[src/rtl/fracn_pkg.sv]
package fracn_pkg;
    localparam int ACC_W_DEF   = 10;
    localparam int MOD_W_DEF   = 11;
    localparam int RST_MOD_DEF = 1023;
    localparam int MIN_MOD     = 2;

    typedef enum logic {
        SEL_N  = 1'b0,
        SEL_N1 = 1'b1
    } modsel_e;
endpackage

[src/rtl/fracn_acc.sv]
module fracn_acc #(
    parameter int ACC_W = fracn_pkg::ACC_W_DEF
) (
    input  logic             clk,
    input  logic             rst_n,
    input  logic             step,
    input  logic [ACC_W-1:0] frac,
    output logic             carry_nxt_o,
    output logic             carry_o,
    output logic [ACC_W-1:0] resid_o
);
    typedef struct packed {
        logic [ACC_W-1:0] resid;
        logic             carry;
    } acc_st_t;

    acc_st_t          st_d, st_q;
    logic [ACC_W:0]   sum;

    always_comb begin
        sum  = {1'b0, st_q.resid} + {1'b0, frac};
        st_d = st_q;
        if (step) begin
            st_d.resid = sum[ACC_W-1:0];
            st_d.carry = sum[ACC_W];
        end
    end

    always_ff @(posedge clk) begin
        if (!rst_n) st_q <= '0;
        else        st_q <= st_d;
    end

    assign carry_nxt_o = sum[ACC_W];
    assign carry_o     = st_q.carry;
    assign resid_o     = st_q.resid;


    resid_hold_chk: assert property (@(posedge clk) disable iff (!rst_n)
        !step |=> ($stable(resid_o) && $stable(carry_o)));

    wrap_chk: assert property (@(posedge clk) disable iff (!rst_n)
        (step && carry_nxt_o) |=> (carry_o && resid_o < $past(resid_o)));
endmodule

[src/rtl/fracn_load.sv]
module fracn_load #(
    parameter int MOD_W = fracn_pkg::MOD_W_DEF
) (
    input  logic [MOD_W-1:0] mod_n,
    input  logic             carry,
    output logic [MOD_W-1:0] load_o
);
    import fracn_pkg::*;
    localparam logic [MOD_W-1:0] MIN_N = MOD_W'(MIN_MOD);

    logic [MOD_W-1:0] n_eff;
    modsel_e          sel;

    always_comb begin
        n_eff  = (mod_n < MIN_N) ? MIN_N : mod_n;
        sel    = carry ? SEL_N1 : SEL_N;
        load_o = (sel == SEL_N1) ? n_eff : n_eff - MOD_W'(1);
    end


    always_comb begin
        load_min_chk: assert (load_o >= MOD_W'(1));
    end
endmodule

[src/rtl/fracn_cnt.sv]
module fracn_cnt #(
    parameter int MOD_W   = fracn_pkg::MOD_W_DEF,
    parameter int RST_MOD = fracn_pkg::RST_MOD_DEF
) (
    input  logic             clk,
    input  logic             rst_n,
    input  logic             en,
    input  logic [MOD_W-1:0] load_val,
    output logic             tick_o
);
    localparam logic [MOD_W-1:0] RST_LOAD = MOD_W'(RST_MOD - 1);

    typedef struct packed {
        logic [MOD_W-1:0] cnt;
    } cnt_st_t;

    cnt_st_t st_d, st_q;
    logic    at_zero;

    always_comb begin
        at_zero = (st_q.cnt == '0);
        st_d    = st_q;
        if (en) begin
            if (at_zero) st_d.cnt = load_val;
            else         st_d.cnt = st_q.cnt - MOD_W'(1);
        end
    end

    always_ff @(posedge clk) begin
        if (!rst_n) st_q.cnt <= RST_LOAD;
        else        st_q     <= st_d;
    end

    assign tick_o = en && at_zero;


    reload_chk: assert property (@(posedge clk) disable iff (!rst_n)
        tick_o |=> (st_q.cnt == $past(load_val)));

    freeze_chk: assert property (@(posedge clk) disable iff (!rst_n)
        !en |=> $stable(st_q.cnt));

    down_chk: assert property (@(posedge clk) disable iff (!rst_n)
        (en && !tick_o) |=> (st_q.cnt == $past(st_q.cnt) - MOD_W'(1)));
endmodule

[src/rtl/fracn_div_ctrl.sv]
module fracn_div_ctrl #(
    parameter int ACC_W   = fracn_pkg::ACC_W_DEF,
    parameter int MOD_W   = fracn_pkg::MOD_W_DEF,
    parameter int RST_MOD = fracn_pkg::RST_MOD_DEF
) (
    input  logic             clk,
    input  logic             rst_n,
    input  logic             en,
    input  logic [MOD_W-1:0] mod_n,
    input  logic [ACC_W-1:0] frac,
    output logic             div_pulse,
    output logic             ovf,
    output logic [ACC_W-1:0] residue
);
    logic             tick;
    logic             carry_nxt;
    logic [MOD_W-1:0] load_val;

    fracn_acc #(.ACC_W(ACC_W)) u_acc (
        .clk         (clk),
        .rst_n       (rst_n),
        .step        (tick),
        .frac        (frac),
        .carry_nxt_o (carry_nxt),
        .carry_o     (ovf),
        .resid_o     (residue)
    );

    fracn_load #(.MOD_W(MOD_W)) u_load (
        .mod_n  (mod_n),
        .carry  (carry_nxt),
        .load_o (load_val)
    );

    fracn_cnt #(.MOD_W(MOD_W), .RST_MOD(RST_MOD)) u_cnt (
        .clk      (clk),
        .rst_n    (rst_n),
        .en       (en),
        .load_val (load_val),
        .tick_o   (tick)
    );

    assign div_pulse = tick;


    pulse_gap_chk: assert property (@(posedge clk) disable iff (!rst_n)
        div_pulse |=> !div_pulse);

    no_pulse_off_chk: assert property (@(posedge clk) disable iff (!rst_n)
        !en |-> !div_pulse);
endmodule

[config.mk]
export PLATFORM = sky130hd
export DESIGN_NAME = fracn_div_ctrl
export DESIGN_NICKNAME = d
export VERILOG_FILES = /design/src/rtl/fracn_pkg.sv /design/src/rtl/fracn_acc.sv /design/src/rtl/fracn_load.sv /design/src/rtl/fracn_cnt.sv /design/src/rtl/fracn_div_ctrl.sv
export SDC_FILE = /design/constraint.sdc
export NUM_CORES = 1
export LEC_CHECK = 0
export BUFFER_PORTS_ARGS = -buffer_cell sky130_fd_sc_hd__buf_2
export CORE_AREA = 2 2 57 59
export CTS_CLUSTER_DIAMETER = 60
export DETAILED_ROUTE_END_ITERATION = 8
export DIE_AREA = 0 0 59 61
export PLACE_DENSITY = 0.85
export SLEW_MARGIN = 20
export SYNTH_ARGS = -nofsm -noshare
export SYNTH_HDL_FRONTEND = slang
export SYNTH_SLANG_ARGS = --single-unit
[constraint.sdc]
create_clock -name clk -period 7.05 [get_ports clk]
set_clock_uncertainty 0.2 [all_clocks]
set_input_delay 1.41 -clock clk [delete_from_list [all_inputs] [get_ports clk]]
set_output_delay 1.41 -clock clk [all_outputs]
set_load 0.02 [all_outputs]
==> metrics.md <==
| Metric | Value |
|---|---|
| Yosys reg bits | 22 |
| Avg Cell Area, Syn | about 7.9 sq um |
| Buffer levels on the longest clock path | 2 |
| Ys Warns | 0 |
| Setup TNS | 0 ns |
| IO Count | 36 |
| Period minus WS final | 4.20 ns |
| Root Buffer | clkbuf_4 |
| Core ar. | 2950 sq um |
| Hold Violations, Final | 0 |
| First-pass GRT wire length | 6470 um |
| Crit end category | output port |
| Die Ht | approximately 61 um |
| Wirelength per Cell | ~13 um |
| CTS Buf Count | 3 |
| DRT iter0 DRCs | between 90 and 100 |
| Synth Cell Area | 1680 sq um |
| Area after DPL | 1870 sq um |
| Post-CTS Resized | 0 |
| Synth Instances | 214 |
| Power Density | between 100 and 150 nW/um^2 |
| Crit path kind | in2out |
| Largest net degree at the start of global routing | 16 |
| Synth Net Count | 251 |
| Final setup fails | 0 |
| Post-Layout Cell Count | 280 |
| Final WL | 3570 um |
| CP max FO | 12 |
| Final Cell Area | 1910 sq um |
| Worst VDD drop | 0.0000646 V |
| Port-buffer cells | 35 |
| Tcrit/Tclk final | 0.596 |
| CP required | 5.44 ns |
| DR vias/cell | 5.81 |
| N_diodes | 0 |
| Critical Path AT | about 2.6 ns |
| FFs w/ async S/R, synth | 0 |
| Layout Nets | 285 |
| Share of layout cells above drive strength 1 | 0.190 |
| Final Max Tran Viols | 0 |
| Setup repair after global routing missed its margin | false |
| Dpl cells | 276 |
| Worst-Skew Late Latency | slightly above 0.3 ns |
| Max cap viols | 0 |
| Highest clock rate | between 200 and 250 MHz |
| Slew of the pin with the lowest slew margin | 0.931 ns |
| HPWL Detailed | 2840 um |
| Run status | complete, no violations |
| Slew headroom | 0.379 |
| CP Launch Type | input pin |
| Hold Buf Count CTS | 0 |
| Final worst slack | 2.85 ns |
| Pleak | 0.000743 uW |
| Commonest non-fill, non-tap cell in the layout | buf_2 |
| Post-synth EDFFs | 0 |
| Antenna-violating nets left | 0 |
| Layout area overhead | 13.4% |
| Postcts setup bufs | 0 |
| Initial antenna violation count | 0 |
| Initial Util | 0.570 |
| Sequential area share after synthesis | 0.262 |
| Via count | 1626 |
| Drt first pass iters | 4 |
| Grt ovf | 0 |
| Most used DFF post-synth | dfxtp_1 |
| Clock Sinks | 22 |
| RD Place Congestion | 0.843 |
| Row count | 20 |
| Die Wd | between 50 and 60 um |
| CTS H-tree depth | 1 |
| Dpl ws | 2.83 ns |
| Hold Crit Class | reg2reg |
| Number of distinct library cells after synthesis | 47 |
| TritonCTS clock tree | built |
| Most frequent cells in the layout | buf_2 (35), nor2_1 (22), nand2_1 (22), dfxtp_1 (22), a21oi_1 (18) |
| Drt drc | 0 |
| Die area | approximately 3600 sq um |
| Gr usage total | 0.229 |
| Clock-pin slew of the registers on the worst-case setup and hold paths | 0.12 ns |
| Vias in the first global route | 1547 |
[report_power, final]
| group | internal, uW | switching, uW | total, uW | leakage (uW) |
|---|---|---|---|---|
| Sequential | 126 | 1.48 | 127 | 0.000178 |
| Clock | 31.5 | 38.3 | 69.9 | 0.0000210 |
| Combinational | 15.2 | 18.5 | 33.7 | 0.000544 |
[area by class of cell]
| class | count | area, sq um |
|---|---|---|
| Multi-Input combinational cell | 178 | 1180 |
| Fill cell | 267 | 1040 |
| Sequential cell | 22 | 440 |
| Timing Repair Buffer | 35 | 175 |
| Tap cell | 33 | 41.3 |
| Clock buffer | 4 | 36.3 |
| Inverter | 8 | 30.0 |
[worst max-delay path, cell delays in order]
cell and delay (ns):
buf_2 0.20, nand3_1 0.25, nor4_1 0.48, buf_2 0.25
[cells in the mapped netlist, types with 5 or more instances]
master    count  area (sq um)
nand3b_1      5          37.5
o211ai_1      5          37.5
ha_1         12           150
inv_1         8          30.0
nand2b_1      6          37.5
nand3_1      14          70.1
a21oi_1      18          90.1
nand2_1      22          82.6
xnor2_1       5          43.8
dfxtp_1      22           440
xor2_1       11          96.3
o21ai_0       7          35.0
nor2_1       22          82.6
[path summary, 6_finish.rpt]
check                                startpoint                       endpoint  slack [ns]  cells after the start
hold / removal    u_acc.resid_o[0]$_SDFFE_PN0P_  u_acc.resid_o[0]$_SDFFE_PN0P_        0.28                      2
hold reg to reg   u_acc.resid_o[0]$_SDFFE_PN0P_  u_acc.resid_o[0]$_SDFFE_PN0P_        0.28                      2
setup / recovery                             en                      div_pulse        2.85                      4
setup reg to reg  u_acc.resid_o[0]$_SDFFE_PN0P_     u_cnt.st_q[2]$_SDFFE_PN1P_        4.14                      9
[layer usage]
metal,share of wire,wire (um),GRT usage
met4,0.014,51,0.0844
met1,0.46,1640,0.277
met3,0.032,114,0.0192
met5,0,0,0
met2,0.49,1770,0.424
[through the flow]
| stage | hold WS (ns) | power [uW] | utilization |
|---|---|---|---|
| finish | 0.280 | 231 | 0.646 |
| global route | 0.303 | 242 | 0.646 |
| CTS | 0.286 | 232 | 0.646 |
| detailed placement | 0.269 | 164 | 0.634 |
| global placement | 0.247 | 163 | 0.634 |
| floorplan | 0.273 | 151 | - |
[state kept, by name, indices dropped and copies added (netlist names)]
| signal | count |
|---|---|
| u_acc.resid_o | 10 |
| u_cnt.st_q | 11 |
| u_acc.carry_o | 1 |
[cell families after synthesis]
logic type	count (synthesis)	synth area share
simple gates	92	0.282
buf+inv	14	0.0342
flops	22	0.262
mux	2	0.0119
fa+ha+maj	13	0.101
compound gates	55	0.226
xor+xnor	16	0.0833
Power figures use the tool's default switching activity.
